## src/rtl/ebus_pkg.sv

```systemverilog
package ebus_pkg;
  localparam int NBANK = 4;
  localparam int BSEL_W = 2;
  localparam logic [3:0] REGION_TAG = 4'h6;

  typedef enum logic [2:0] {
    ST_IDLE,
    ST_SETUP,
    ST_STROBE,
    ST_WAIT,
    ST_RESP
  } ebus_st_e;
endpackage

```

## src/rtl/ebus_decode.sv

```systemverilog
module ebus_decode
  import ebus_pkg::*;
(
  input  logic [31:0]       addr,
  input  logic [NBANK-1:0]  bank_en,
  output logic              hit,
  output logic [BSEL_W-1:0] bank
);
  always_comb begin
    bank = addr[27:26];
    hit  = (addr[31:28] == REGION_TAG) && bank_en[bank];
  end
endmodule

```

## src/rtl/ebus_sync.sv

```systemverilog
module ebus_sync (
  input  logic clk,
  input  logic rst_n,
  input  logic d,
  output logic q
);
  logic meta_q;
  logic sync_q;

  always_ff @(posedge clk or negedge rst_n) begin
    if (!rst_n) begin
      meta_q <= 1'b0;
      sync_q <= 1'b0;
    end else begin
      meta_q <= d;
      sync_q <= meta_q;
    end
  end

  assign q = sync_q;
endmodule

```

## src/rtl/ebus_seq.sv

```systemverilog
module ebus_seq
  import ebus_pkg::*;
#(
  parameter int EDW     = 16,
  parameter int TW      = 2,
  parameter int TMO_CYC = 32,
  parameter int XAW     = 26
) (
  input  logic                clk,
  input  logic                rst_n,
  input  logic                req_valid,
  input  logic                req_write,
  input  logic [XAW-1:0]      req_addr,
  input  logic [EDW-1:0]      req_wdata,
  input  logic                dec_hit,
  input  logic [BSEL_W-1:0]   dec_bank,
  input  logic [NBANK-1:0]    cfg_wide,
  input  logic [NBANK-1:0]    cfg_rdy_en,
  input  logic [NBANK-1:0]    cfg_rdy_lo,
  input  logic [NBANK*TW-1:0] cfg_setup,
  input  logic [NBANK*TW-1:0] cfg_strobe,
  input  logic                cfg_tmo_dis,
  input  logic                rdy_s,
  input  logic                irq_clr,
  input  logic [EDW-1:0]      ext_din,
  output logic                req_ready,
  output logic                rsp_err,
  output logic [EDW-1:0]      rsp_rdata,
  output logic [NBANK-1:0]    cs_act,
  output logic                oe_act,
  output logic                we_act,
  output logic [BSEL_W-1:0]   bank_sel,
  output logic [XAW-1:0]      ext_addr,
  output logic [EDW-1:0]      ext_dout,
  output logic                ext_doe,
  output logic                tmo_irq
);
  localparam int LW  = EDW / 2;
  localparam int TCW = (TMO_CYC > 1) ? $clog2(TMO_CYC) : 1;
  localparam logic [TCW-1:0] TC_LAST = TCW'(TMO_CYC - 1);

  ebus_st_e          st_q, st_d;
  logic [TW-1:0]     cnt_q, cnt_d;
  logic [TCW-1:0]    tcnt_q, tcnt_d;
  logic [BSEL_W-1:0] bank_q;
  logic              we_q;
  logic [XAW-1:0]    addr_q;
  logic [EDW-1:0]    wdata_q;
  logic              err_q, err_d;
  logic [EDW-1:0]    rdata_q, rdata_d;
  logic              irq_q, irq_d, irq_set;
  logic              ld_req, busy, wait_now, wide;
  logic [TW-1:0]     sel_setup, sel_strobe;
  logic [EDW-1:0]    din_fmt, dout_fmt;

  assign ld_req     = (st_q == ST_IDLE) && req_valid && dec_hit;
  assign sel_setup  = cfg_setup[bank_q*TW +: TW];
  assign sel_strobe = cfg_strobe[bank_q*TW +: TW];
  assign wide       = cfg_wide[bank_q];
  assign wait_now   = cfg_rdy_en[bank_q] && (rdy_s == cfg_rdy_lo[bank_q]);
  assign din_fmt    = wide ? ext_din : {{(EDW-LW){1'b0}}, ext_din[LW-1:0]};
  assign dout_fmt   = wide ? wdata_q : {{(EDW-LW){1'b0}}, wdata_q[LW-1:0]};

  always_comb begin
    st_d    = st_q;
    cnt_d   = cnt_q;
    tcnt_d  = tcnt_q;
    err_d   = err_q;
    rdata_d = rdata_q;
    irq_set = 1'b0;
    case (st_q)
      ST_IDLE: begin
        if (req_valid) begin
          if (dec_hit) begin
            st_d  = ST_SETUP;
            cnt_d = '0;
          end else begin
            st_d    = ST_RESP;
            err_d   = 1'b1;
            rdata_d = '0;
          end
        end
      end
      ST_SETUP: begin
        if (cnt_q == sel_setup) begin
          st_d  = ST_STROBE;
          cnt_d = '0;
        end else begin
          cnt_d = cnt_q + 1'b1;
        end
      end
      ST_STROBE: begin
        if (cnt_q == sel_strobe) begin
          if (wait_now) begin
            st_d   = ST_WAIT;
            tcnt_d = '0;
          end else begin
            st_d    = ST_RESP;
            err_d   = 1'b0;
            rdata_d = we_q ? '0 : din_fmt;
          end
        end else begin
          cnt_d = cnt_q + 1'b1;
        end
      end
      ST_WAIT: begin
        if (!wait_now) begin
          st_d    = ST_RESP;
          err_d   = 1'b0;
          rdata_d = we_q ? '0 : din_fmt;
        end else if (!cfg_tmo_dis && (tcnt_q == TC_LAST)) begin
          st_d    = ST_RESP;
          err_d   = 1'b1;
          rdata_d = '0;
          irq_set = 1'b1;
        end else if (!cfg_tmo_dis) begin
          tcnt_d = tcnt_q + 1'b1;
        end
      end
      ST_RESP: st_d = ST_IDLE;
      default: st_d = ST_IDLE;
    endcase
    irq_d = irq_set | (irq_q & ~irq_clr);
  end

  always_ff @(posedge clk or negedge rst_n) begin
    if (!rst_n) begin
      st_q    <= ST_IDLE;
      cnt_q   <= '0;
      tcnt_q  <= '0;
      err_q   <= 1'b0;
      rdata_q <= '0;
      irq_q   <= 1'b0;
      bank_q  <= '0;
      we_q    <= 1'b0;
      addr_q  <= '0;
      wdata_q <= '0;
    end else begin
      st_q    <= st_d;
      cnt_q   <= cnt_d;
      tcnt_q  <= tcnt_d;
      err_q   <= err_d;
      rdata_q <= rdata_d;
      irq_q   <= irq_d;
      if (ld_req) begin
        bank_q  <= dec_bank;
        we_q    <= req_write;
        addr_q  <= req_addr;
        wdata_q <= req_wdata;
      end
    end
  end

  assign busy      = (st_q == ST_SETUP) || (st_q == ST_STROBE) || (st_q == ST_WAIT);
  assign cs_act    = busy ? (NBANK'(1) << bank_q) : '0;
  assign oe_act    = ((st_q == ST_STROBE) || (st_q == ST_WAIT)) && !we_q;
  assign we_act    = ((st_q == ST_STROBE) || (st_q == ST_WAIT)) && we_q;
  assign ext_doe   = busy && we_q;
  assign ext_dout  = ext_doe ? dout_fmt : '0;
  assign ext_addr  = busy ? addr_q : '0;
  assign bank_sel  = bank_q;
  assign req_ready = (st_q == ST_RESP);
  assign rsp_err   = err_q;
  assign rsp_rdata = rdata_q;
  assign tmo_irq   = irq_q;

  p_cs_onehot_r1: assert property (@(posedge clk) disable iff (!rst_n)
    $onehot0(cs_act));

  p_bad_req_r2: assert property (@(posedge clk) disable iff (!rst_n)
    (st_q == ST_IDLE && req_valid && !dec_hit)
      |=> (req_ready && rsp_err && rsp_rdata == '0 && cs_act == '0));

  p_ready_pulse_r4: assert property (@(posedge clk) disable iff (!rst_n)
    req_ready |=> !req_ready);

  p_tcnt_bound_r7: assert property (@(posedge clk) disable iff (!rst_n)
    (st_q == ST_WAIT) |-> (tcnt_q <= TC_LAST));

  p_abort_r7: assert property (@(posedge clk) disable iff (!rst_n)
    (st_q == ST_WAIT && wait_now && !cfg_tmo_dis && tcnt_q == TC_LAST)
      |=> (tmo_irq && req_ready && rsp_err && rsp_rdata == '0));

  p_no_limit_r8: assert property (@(posedge clk) disable iff (!rst_n)
    (st_q == ST_WAIT && wait_now && cfg_tmo_dis) |=> (st_q == ST_WAIT));

  p_irq_sticky_r9: assert property (@(posedge clk) disable iff (!rst_n)
    (tmo_irq && !irq_clr) |=> tmo_irq);
endmodule

```

## src/rtl/ebus_bank_ctrl.sv

```systemverilog
module ebus_bank_ctrl
  import ebus_pkg::*;
#(
  parameter int EDW     = 16,
  parameter int TW      = 2,
  parameter int TMO_CYC = 32
) (
  input  logic                clk,
  input  logic                rst_n,
  input  logic                req_valid,
  input  logic                req_write,
  input  logic [31:0]         req_addr,
  input  logic [EDW-1:0]      req_wdata,
  output logic                req_ready,
  output logic                rsp_err,
  output logic [EDW-1:0]      rsp_rdata,
  input  logic [NBANK-1:0]    cfg_bank_en,
  input  logic [NBANK-1:0]    cfg_wide,
  input  logic [NBANK-1:0]    cfg_cs_pol,
  input  logic [NBANK-1:0]    cfg_str_pol,
  input  logic [NBANK-1:0]    cfg_rdy_en,
  input  logic [NBANK-1:0]    cfg_rdy_lo,
  input  logic [NBANK*TW-1:0] cfg_setup,
  input  logic [NBANK*TW-1:0] cfg_strobe,
  input  logic                cfg_tmo_dis,
  input  logic                irq_clr,
  output logic                tmo_irq,
  output logic [NBANK-1:0]    ext_cs,
  output logic                ext_oe,
  output logic                ext_we,
  output logic [25:0]         ext_addr,
  output logic [EDW-1:0]      ext_dout,
  output logic                ext_doe,
  input  logic [EDW-1:0]      ext_din,
  input  logic                ext_rdy
);
  localparam int XAW = 26;

  logic              dec_hit;
  logic [BSEL_W-1:0] dec_bank;
  logic              rdy_s;
  logic [NBANK-1:0]  cs_act;
  logic              oe_act, we_act;
  logic [BSEL_W-1:0] bank_sel;

  ebus_decode u_dec (
    .addr    (req_addr),
    .bank_en (cfg_bank_en),
    .hit     (dec_hit),
    .bank    (dec_bank)
  );

  ebus_sync u_rdy_sync (
    .clk   (clk),
    .rst_n (rst_n),
    .d     (ext_rdy),
    .q     (rdy_s)
  );

  ebus_seq #(
    .EDW     (EDW),
    .TW      (TW),
    .TMO_CYC (TMO_CYC),
    .XAW     (XAW)
  ) u_seq (
    .clk         (clk),
    .rst_n       (rst_n),
    .req_valid   (req_valid),
    .req_write   (req_write),
    .req_addr    (req_addr[XAW-1:0]),
    .req_wdata   (req_wdata),
    .dec_hit     (dec_hit),
    .dec_bank    (dec_bank),
    .cfg_wide    (cfg_wide),
    .cfg_rdy_en  (cfg_rdy_en),
    .cfg_rdy_lo  (cfg_rdy_lo),
    .cfg_setup   (cfg_setup),
    .cfg_strobe  (cfg_strobe),
    .cfg_tmo_dis (cfg_tmo_dis),
    .rdy_s       (rdy_s),
    .irq_clr     (irq_clr),
    .ext_din     (ext_din),
    .req_ready   (req_ready),
    .rsp_err     (rsp_err),
    .rsp_rdata   (rsp_rdata),
    .cs_act      (cs_act),
    .oe_act      (oe_act),
    .we_act      (we_act),
    .bank_sel    (bank_sel),
    .ext_addr    (ext_addr),
    .ext_dout    (ext_dout),
    .ext_doe     (ext_doe),
    .tmo_irq     (tmo_irq)
  );

  for (genvar gi = 0; gi < NBANK; gi++) begin : g_cs_pin
    assign ext_cs[gi] = cfg_cs_pol[gi] ? cs_act[gi] : ~cs_act[gi];
  end

  assign ext_oe = cfg_str_pol[bank_sel] ? oe_act : ~oe_act;
  assign ext_we = cfg_str_pol[bank_sel] ? we_act : ~we_act;

  p_strobe_excl_r3: assert property (@(posedge clk) disable iff (!rst_n)
    !(oe_act && we_act));

  p_strobe_in_cs_r4: assert property (@(posedge clk) disable iff (!rst_n)
    (oe_act || we_act) |-> (cs_act != '0));
endmodule

```

## config.mk

```make
export PLATFORM = sky130hd
export DESIGN_NAME = ebus_bank_ctrl
export DESIGN_NICKNAME = d
export VERILOG_FILES = /design/src/rtl/ebus_pkg.sv /design/src/rtl/ebus_decode.sv /design/src/rtl/ebus_sync.sv /design/src/rtl/ebus_seq.sv /design/src/rtl/ebus_bank_ctrl.sv
export SDC_FILE = /design/constraint.sdc
export NUM_CORES = 1
export LEC_CHECK = 0
export BUFFER_PORTS_ARGS = -buffer_cell sky130_fd_sc_hd__buf_4
export CAP_MARGIN = 20
export CORE_MARGIN = 2
export CORE_UTILIZATION = 47
export DETAILED_ROUTE_END_ITERATION = 8
export PLACE_DENSITY = 0.8
export SYNTH_ARGS = -nofsm -noshare
export SYNTH_HDL_FRONTEND = slang
export SYNTH_SLANG_ARGS = --single-unit
```

## constraint.sdc

```tcl
create_clock -name clk -period 2.5 [get_ports clk]
set_clock_uncertainty 0.05 [all_clocks]
set_input_delay 0.5 -clock clk [delete_from_list [all_inputs] [get_ports clk]]
set_output_delay 0.5 -clock clk [all_outputs]
set_load 0.05 [all_outputs]
```

[Word-level counts from Yosys, hierarchy flattened]
Index checks and enable logic that the tools add are counted.
Word-level totals
  word-level logic and storage cells: 128
  output and inout bits: 68
  input port bits: 111
  register bits after elaboration: 75
Operators by class
  equal/unequal tests: 21
  $add $sub $neg: 2
  reduce and logical (&&, ||, !) cells: 21
  shift-type cells: 3
  magnitude comparators: 2
  multiplexer cells: 58
  bitwise gates (word level): 9
Operators by type and width (count)
  $mux W16: 10
  $pmux W16 S3: 1
  $mux W26: 1
  $mux W5: 5
  $mux W3: 7
  $mux W1: 20
  $shiftx A8 B4 Y2: 2
  $ne A2 B2 Y1 const B: 6
  $pmux W3 S4: 1
  $reduce_and A6 Y1: 2
  $bmux W1 S2: 5
  $ne A2 B1 Y1 const B: 5
  $pmux W5 S2: 1
  $logic_and A1 B1 Y1: 8
  $mux W2: 4
  $reduce_and A4 Y1: 2
  $not A1 Y1: 7
  $eq A3 B2 Y1 const B: 2
  $lt A2 B3 Y1 const B: 2
  $pmux W2 S3: 1
  $reduce_bool A3 Y1: 2
  $add A5 B1 Y5 const B: 1
  $eq A5 B5 Y1 const B: 1
  $eq A2 B2 Y1: 2
  other kinds (15): 18

[Longest topological paths before layout]
Gate-level depths: netlist (run 1).
  word-level depth: 7
  depth in mapped cells: 9
  mapped depth without buffers: 7

[Modules after synthesis]
A second synthesis (run 1) with hierarchy kept.
Unflattened totals
  cell total of the unflattened synthesis: 350
  area, all modules: 3933.8 µm²
Modules (own cells, without submodules)
  ebus_seq: instances 1, area each 3754.9 µm², cells an instance 336, seq. area each 1826.8 µm²
  ebus_bank_ctrl: instances 1, area each 75.1 µm², cells an instance 7, seq. area each 0.0 µm²
  ebus_decode: instances 1, area each 53.8 µm², cells an instance 5, seq. area each 0.0 µm²
  ebus_sync: instances 1, area each 50.0 µm², cells an instance 2, seq. area each 50.0 µm²

[Worst setup path before layout (run 1)]
Ideal clock, no wire load.
  path kind: reg2out
  start: register u_seq.bank_q[0] (netlist: u_seq.bank_sel[0])
  end: output port ext_oe
  data arrival time: 2.200 ns
  stages on the path, launching flop included: 5
  path slack: -0.250 ns
  path buffers: 2
  required time: 1.950 ns
  path through: dfrtp_1 > buf_2 > buf_1 > mux4_2 > xnor2_1
Between the ends
  longest elaborated chain between the ends: 3
RTL lines
  start: declaration: RTL line ebus_seq.sv:45  | logic [BSEL_W-1:0] bank_q;
  start signal: assignment: RTL line ebus_seq.sv:146  | bank_q <= dec_bank;
  $bmux W1 S2: RTL line ebus_bank_ctrl.sv:100  | assign ext_oe = cfg_str_pol[bank_sel] ? oe_act : ~oe_act;
  $mux W1 (not written as such): RTL line ebus_bank_ctrl.sv:100
  $mux W1: RTL line ebus_bank_ctrl.sv:100
  end: declaration: RTL line ebus_bank_ctrl.sv:29  | output logic ext_oe,
Every way passes these cells. The select of a mux whose other input is x is not followed.

[Final worst setup path (run 1)]
  start: register u_seq.bank_q[0] (netlist: u_seq.bank_sel[0])
  end: output port ext_we
Between the ends
  longest elaborated chain between the ends: 3
RTL lines
  $bmux W1 S2: RTL line ebus_bank_ctrl.sv:101  | assign ext_we = cfg_str_pol[bank_sel] ? we_act : ~we_act;
  $mux W1 (not written as such): RTL line ebus_bank_ctrl.sv:101
  $mux W1: RTL line ebus_bank_ctrl.sv:101
  end: declaration: RTL line ebus_bank_ctrl.sv:30  | output logic ext_we,
Every way passes these cells. The select of a mux whose other input is x is not followed.

==> results of run 1 <==
[layout make-up]
class,count,share of cell area (%)
flip-flops and latches,75,34.0
repair buffers,194,27.7
well taps,102,2.30
clock inverters,6,1.17
clock buffers,10,2.49
inverters,8,0.542
multi-input cells,208,31.8
[power by group]
group	internal, W	switching [W]	leakage [nW]
combinational	0.000547	0.000508	1.78
sequential	0.00144	0.000156	0.990
clock	0.000488	0.000465	0.102
total	0.00248	0.00113	2.87
[synthesized netlist by cell type, types with 2 or more instances]
library cell / n / area [um^2]
nand4_1: 2 / 12.5
nor2b_1: 5 / 31.3
nor4_1: 2 / 12.5
nand2_1: 10 / 37.5
a21oi_1: 3 / 15.0
nor2_1: 7 / 26.3
and3_1: 11 / 68.8
inv_1: 8 / 30.0
nor3b_1: 2 / 15.0
a22oi_1: 2 / 15.0
a22o_1: 19 / 166
buf_1: 4 / 15.0
dfrtp_1: 75 / 1880
o21ai_1: 2 / 10.0
ha_1: 2 / 25.0
mux2i_1: 5 / 50.1
nand3_1: 4 / 20.0
mux4_2: 5 / 113
mux2_2: 46 / 518
buf_2: 4 / 20.0
and2_1: 38 / 238
xor2_1: 5 / 43.8
o21ai_0: 3 / 15.0
buf_6: 3 / 33.8
xnor2_1: 11 / 96.3
nor3_1: 5 / 25.0
clkbuf_1: 11 / 41.3
[how the worst min path moves through the flow]
stage / startpoint / endpoint / depth (start not counted)
final: rst_n / u_seq.tcnt_q[2]$_DFFE_PN0P_ / 1
after global routing: rst_n / u_seq.tcnt_q[2]$_DFFE_PN0P_ / 1
after CTS: rst_n / u_seq.tcnt_q[2]$_DFFE_PN0P_ / 1
after detailed placement: u_rdy_sync.meta_q$_DFF_PN0_ / u_rdy_sync.q$_DFF_PN0_ / 0
after global placement: u_rdy_sync.meta_q$_DFF_PN0_ / u_rdy_sync.q$_DFF_PN0_ / 0
after floorplan: rst_n / u_rdy_sync.meta_q$_DFF_PN0_ / 0
[worst max-delay path, stage by stage, from the launching register on]
cell and delay, ns:
dfrtp_2 0.41, buf_6 0.16, mux4_2 0.57, xor2_2 0.20, buf_6 0.18
[per-stage QoR]
| stage | area, um^2 | total power, W | hold slack (ns) | utilization (%) |
|---|---|---|---|---|
| after floorplan | 3770 | 0.00226 | 0.154 | - |
| after detailed placement | 5240 | 0.00264 | 0.307 | 67.9 |
| after global placement | 5240 | 0.00259 | 0.287 | 67.9 |
| final | 5540 | 0.00361 | 0.0609 | 71.7 |
| after CTS | 5460 | 0.00360 | 0.0716 | 70.6 |
| after global routing | 5540 | 0.00379 | 0.0892 | 71.7 |
[sequential cells by signal (all words and copies together), names as in the netlist]
name	flops
u_seq.rsp_rdata	16
u_seq.cnt_q	2
u_rdy_sync.q	1
u_seq.we_q	1
u_rdy_sync.meta_q	1
u_seq.tmo_irq	1
u_seq.st_q	3
u_seq.tcnt_q	5
u_seq.rsp_err	1
u_seq.addr_q	26
u_seq.wdata_q	16
u_seq.bank_sel	2
[placed cells by master, fill, tap and decap left out, types with 8 or more instances in the layout]
cell type / instances
buf_4: 186
and2_1: 38
inv_1: 8
mux2_2: 46
nand2_1: 10
dfrtp_1: 71
clkbuf_8: 10
xnor2_1: 10
and3_1: 10
a22o_1: 19
[metal layers]
metal,vias up,routed length (um),GRT usage [%]
li1,1476,-,-
met5,-,0,0
met3,21,1010,9.35
met4,0,272,10.9
met1,1532,3850,26.3
met2,145,5210,40.5
[cell families after synthesis]
| group | Yosys count | synth area share, % |
|---|---|---|
| AND/OR/NAND/NOR | 92 | 14.4 |
| flip-flops | 75 | 50.0 |
| multiplexers | 58 | 18.8 |
| AO/OA/AOI/OAI | 40 | 8.50 |
| buffers and inverters | 31 | 3.93 |
| XOR/XNOR | 16 | 3.73 |
| adder cells (fa/ha/maj) | 2 | 0.666 |
[repair_timing]
action | 4_1_cts | 5_1_grt
gates resized for setup | 3 | 8
buffers inserted | 1 | 4
setup endpoints to repair | 12 | 29
gates cloned | 0 | 1
pin swaps | 0 | 1
==> impl_metrics.py, run 1 <==
metrics = {
    "run_status": {
        "status": "finished clean",
    },
    "setup_path": {
        "criticalPathCategory": "reg -> out",
        "reg2reg_from": "u_seq.bank_sel[0]$_DFFE_PN0P_",
        "cp-start-kind": "flop",
        "r2r_cells": 7,
        "critPathMaxFanout": 8,
        "endpoint": "ext_we",
        "worstSetupStartpoint": "u_seq.bank_sel[0]$_DFFE_PN0P_",
        "r2r_end": "u_seq.st_q[0]$_DFFE_PN0P_",
        "cp.arrival_ns": 1.87,
        "worst_setup_path_end_kind": "output port",
        "rrSetupSlack_ns": 0.08,
        "crit_required_ns": 1.95,
    },
    "clock_tree": {
        "cts_sinks": 75,
        "cts-buffers-inserted": 9,
        "hold_buffers": 0,
        "cts_tree": "yes",
        "cts.htree.levels": 3,
        "clockBufferDepth": 2,
        "insertion_delay_ns": 0.35,
        "cts.clk_slew.worst_paths_ns": 0.09,
        "clockRootBuffer": "clkbuf_8",
    },
    "logic_synthesis": {
        "ys_ff_latch": 75,
        "syn_nets": 427,
        "yosysSeqAreaShare_pct": 50.0,
        "syn_area_per_cell_um2": 12.0,
        "async_reset_ff_share_pct": 100,
        "synthCells": 314,
        "synth.cell_area_um2": 3750,
        "synth_cell_type_count": 47,
        "yosys_most_used_dff": "dfrtp_1",
        "synth-edff-count": 0,
        "ys_warn_count": 0,
    },
    "timing": {
        "period_share_pct": 96.8,
        "slew_viol_final": 0,
        "timing.final.ws_setup_ns": 0.0810,
        "setup_tns_ns": 0,
        "rsz0062_at_grt": "false",
        "finalHoldViolCount": 0,
        "slew_headroom_pct": 66.2,
        "clock.fmax_mhz": 413,
        "finalSetupViolations": 0,
        "min_period_ns": 2.42,
        "worstMarginPinSlew_ns": 0.506,
    },
    "placement": {
        "dpl.hpwl_mm": 7.85,
        "dp_cells": 581,
        "port_buffers": 178,
        "pre_cts_slack_ns": 0.0664,
        "place.gp.congestion": 0.848,
    },
    "final_layout": {
        "drive_gt1_share_pct": 54.5,
        "stdcell_count": 603,
        "antenna_cells": 0,
        "fillers": 567,
        "seq_area_um2": 1880,
        "multiInputGateArea_um2": 1760,
        "area_delta_synth_final_pct": 47.5,
        "finalNetCount": 609,
    },
    "global_route": {
        "grt_use_total_pct": 23.9,
        "antenna_found_initial": 0,
        "grt_pass1_wl_mm": 15.8,
        "grt-ovfl-total": 0,
        "grt_pass1_vias": 3402,
        "grt_max_degree": 42,
    },
    "pwr": {
        "power-per-cell-area_nw_per_um2": 651,
        "power.leakage_nw": 2.87,
        "peakVddDrop_v": 0.000376,
    },
    "route": {
        "drt-total-wl_mm": 10.3,
        "num_vias": 3174,
        "dr.pass1.iters": 4,
        "antenna_left": 0,
        "drtIter0Drc": 94,
        "drc": 0,
        "viasPerCell": 5.26,
        "wire_per_inst_um": 17.2,
    },
    "floorplanning": {
        "pin_count": 179,
        "die_area_um2": 8720,
        "start_util_pct": 48.6,
        "rows": 32,
        "die_w_um": 93.4,
        "fp.dieH_um": 93.4,
        "core_area_um2": 7730,
    },
    "job": {
        "drv_cap": 0,
    },
    "hold_path": {
        "hp-class": "in -> async",
    },
}
(Power assumes the default switching activity.)
==> run 2, diff against run 1 <==
- BUFFER_PORTS_ARGS: -buffer_cell sky130_fd_sc_hd__buf_4 -> not set
- CORE_UTILIZATION: 47 -> 60
- DONT_BUFFER_PORTS: not set -> 1
- PLACE_DENSITY: 0.8 -> 0.75
- RECOVER_POWER: not set -> 100
==> run 2 against run 1 <==
  * Highest routed layer unchanged
  * Largest power group unchanged
  * Setup slack got worse by 0.043 ns
  * Combinational power fell by 22%
  * Die area fell by 21%
  * Non-clock buffer count fell by 128
  * Critical endpoint is now ext_dout[11]
==> impl_metrics.py, run 2 (synthesis results as in run 1) <==
metrics = {
    "run_status": {
        "status": "finished clean",
    },
    "floorplanning": {
        "fp.dieH_um": 83.1,
        "rows": 28,
        "die_area_um2": 6910,
        "die_w_um": 83.1,
        "start_util_pct": 62.7,
        "pin_count": 179,
        "core_area_um2": 5990,
    },
    "final_layout": {
        "layout_common_cells": "dfrtp_1, mux2_2, clkbuf_2",
        "largest_register_ffs": 26,
        "fillers": 414,
        "area_delta_synth_final_pct": 18.6,
        "final_common_cell": "dfrtp_1",
        "final_core_util_pct": 74.3,
        "largest_register": "u_seq.addr_q",
        "drive_gt1_share_pct": 37.9,
        "finalNetCount": 481,
        "antenna_cells": 0,
        "fin_area_um2": 4450,
    },
    "global_route": {
        "antenna_found_initial": 1,
        "grt_pass1_vias": 2878,
        "grt_max_degree": 76,
        "grt_use_total_pct": 25.8,
        "grt_pass1_wl_mm": 14.0,
        "grt-ovfl-total": 0,
    },
    "timing": {
        "worstMarginPinSlew_ns": 1.02,
        "slew_viol_final": 0,
        "slew_headroom_pct": 32.1,
        "rsz0062_at_grt": "true",
        "finalHoldViolCount": 0,
        "min_period_ns": 2.46,
        "clock.fmax_mhz": 406,
        "period_share_pct": 98.5,
        "finalSetupViolations": 0,
        "whs_ns": 0.125,
    },
    "route": {
        "viasPerCell": 5.98,
        "wl_met3_um": 832,
        "num_vias": 2671,
        "wl_met2_mm": 4.33,
        "drt-met1-wl_mm": 3.47,
        "wire_per_inst_um": 19.7,
        "drt-total-wl_mm": 8.80,
        "antenna_left": 0,
        "drc": 0,
        "drtIter0Drc": 111,
        "dr.pass1.iters": 5,
        "highest_layer": "met4",
    },
    "placement": {
        "dpl.hpwl_mm": 6.34,
        "place.gp.congestion": 0.813,
        "placedInstanceArea_um2": 4260,
        "port_buffers": 0,
    },
    "setup_path": {
        "rrSetupSlack_ns": 0.11,
        "criticalPathCategory": "reg -> out",
        "reg2reg_from": "u_seq.bank_sel[0]$_DFFE_PN0P_",
        "r2r_end": "u_seq.st_q[0]$_DFFE_PN0P_",
        "path_cells": "buf_6 -> mux4_2 -> and3_4 -> and2_1 -> buf_6",
        "r2r_cells": 7,
        "worstSetupStartpoint": "u_seq.bank_sel[0]$_DFFE_PN0P_",
        "cp-start-kind": "flop",
        "worst_setup_path_end_kind": "output port",
        "endpoint": "ext_dout[11]",
        "critPathMaxFanout": 8,
        "cp.arrival_ns": 1.91,
        "cpMostUsedCell": "buf_6",
        "critical_path.max_stage_delay_ns": 0.51,
        "cp_slowest_cell": "mux4_2",
        "crit_required_ns": 1.95,
    },
    "pwr": {
        "power.leakage_nw": 2.21,
        "power-per-cell-area_nw_per_um2": 780,
        "peakVddDrop_v": 0.000507,
    },
    "clock_tree": {
        "cts.clk_slew.worst_paths_ns": 0.08,
        "cts.htree.levels": 3,
        "cts_sinks": 75,
        "cts-buffers-inserted": 9,
        "clockBufferDepth": 2,
        "insertion_delay_ns": 0.35,
        "clockRootBuffer": "clkbuf_8",
        "cts_tree": "yes",
    },
    "job": {
        "drv_cap": 0,
    },
    "hold_path": {
        "hp-class": "in -> reg",
    },
}
[run 2: worst min-delay path by stage]
stage | startpoint | to | cells past startpoint
after global routing | ext_rdy | u_rdy_sync.meta_q$_DFF_PN0_ | 0
after detailed placement | rst_n | u_rdy_sync.q$_DFF_PN0_ | 0
final | ext_rdy | u_rdy_sync.meta_q$_DFF_PN0_ | 0
after global placement | rst_n | u_rdy_sync.q$_DFF_PN0_ | 0
after floorplan | rst_n | u_rdy_sync.meta_q$_DFF_PN0_ | 0
after CTS | ext_rdy | u_rdy_sync.meta_q$_DFF_PN0_ | 0
[run 2: area by class of cell]
| class | instances | area [um^2] | area share, % |
|---|---|---|---|
| sequential | 75 | 1880 | 42.2 |
| multi-input combinational | 208 | 1760 | 39.6 |
| timing repair buffer | 66 | 472 | 10.6 |
| clock buffer | 10 | 138 | 3.09 |
| tap | 75 | 93.8 | 2.11 |
| clock inverter | 5 | 77.6 | 1.74 |
| inverter | 8 | 30.0 | 0.674 |
[run 2: repair_timing]
| action | in CTS | in global routing |
|---|---|---|
| hold endpoints to repair | 75 | 0 |
| gates resized for setup | 4 | 18 |
| pin swaps | 0 | 4 |
| hold buffers | 2 | 0 |
| buffers inserted | 0 | 2 |
| endpoints found under the setup margin | 10 | 12 |
[run 2: critical path, delay by kind of cell, from the launching register on]
family	cells	cell delay (ns)
AND/OR/NAND/NOR	2	0.40
flip-flops	1	0.36
buffers and inverters	2	0.29
multiplexers	1	0.51
[run 2: per-stage QoR]
step           std cells  setup TNS, ns  total power [W]  setup slack (ns)
2_1_floorplan        314              0          0.00226           0.00638
5_1_grt              447         -0.346          0.00365           -0.0438
4_1_cts              445              0          0.00352           0.00382
3_5_place_dp         428              0          0.00246             0.102
6_report             447              0          0.00347            0.0382
3_3_place_gp         428              0          0.00243             0.171
[run 2: routing by layer]
layer | track usage [%] | up-vias
met5 | 0 | -
met4 | 11.3 | 0
met3 | 10.6 | 19
met2 | 41.9 | 140
met1 | 30.0 | 1300
li1 | - | 1212
[run 2: report_power, final]
part           switching (W)  internal, W
logic               0.000422     0.000393
clock network       0.000431     0.000580
registers           0.000208      0.00144
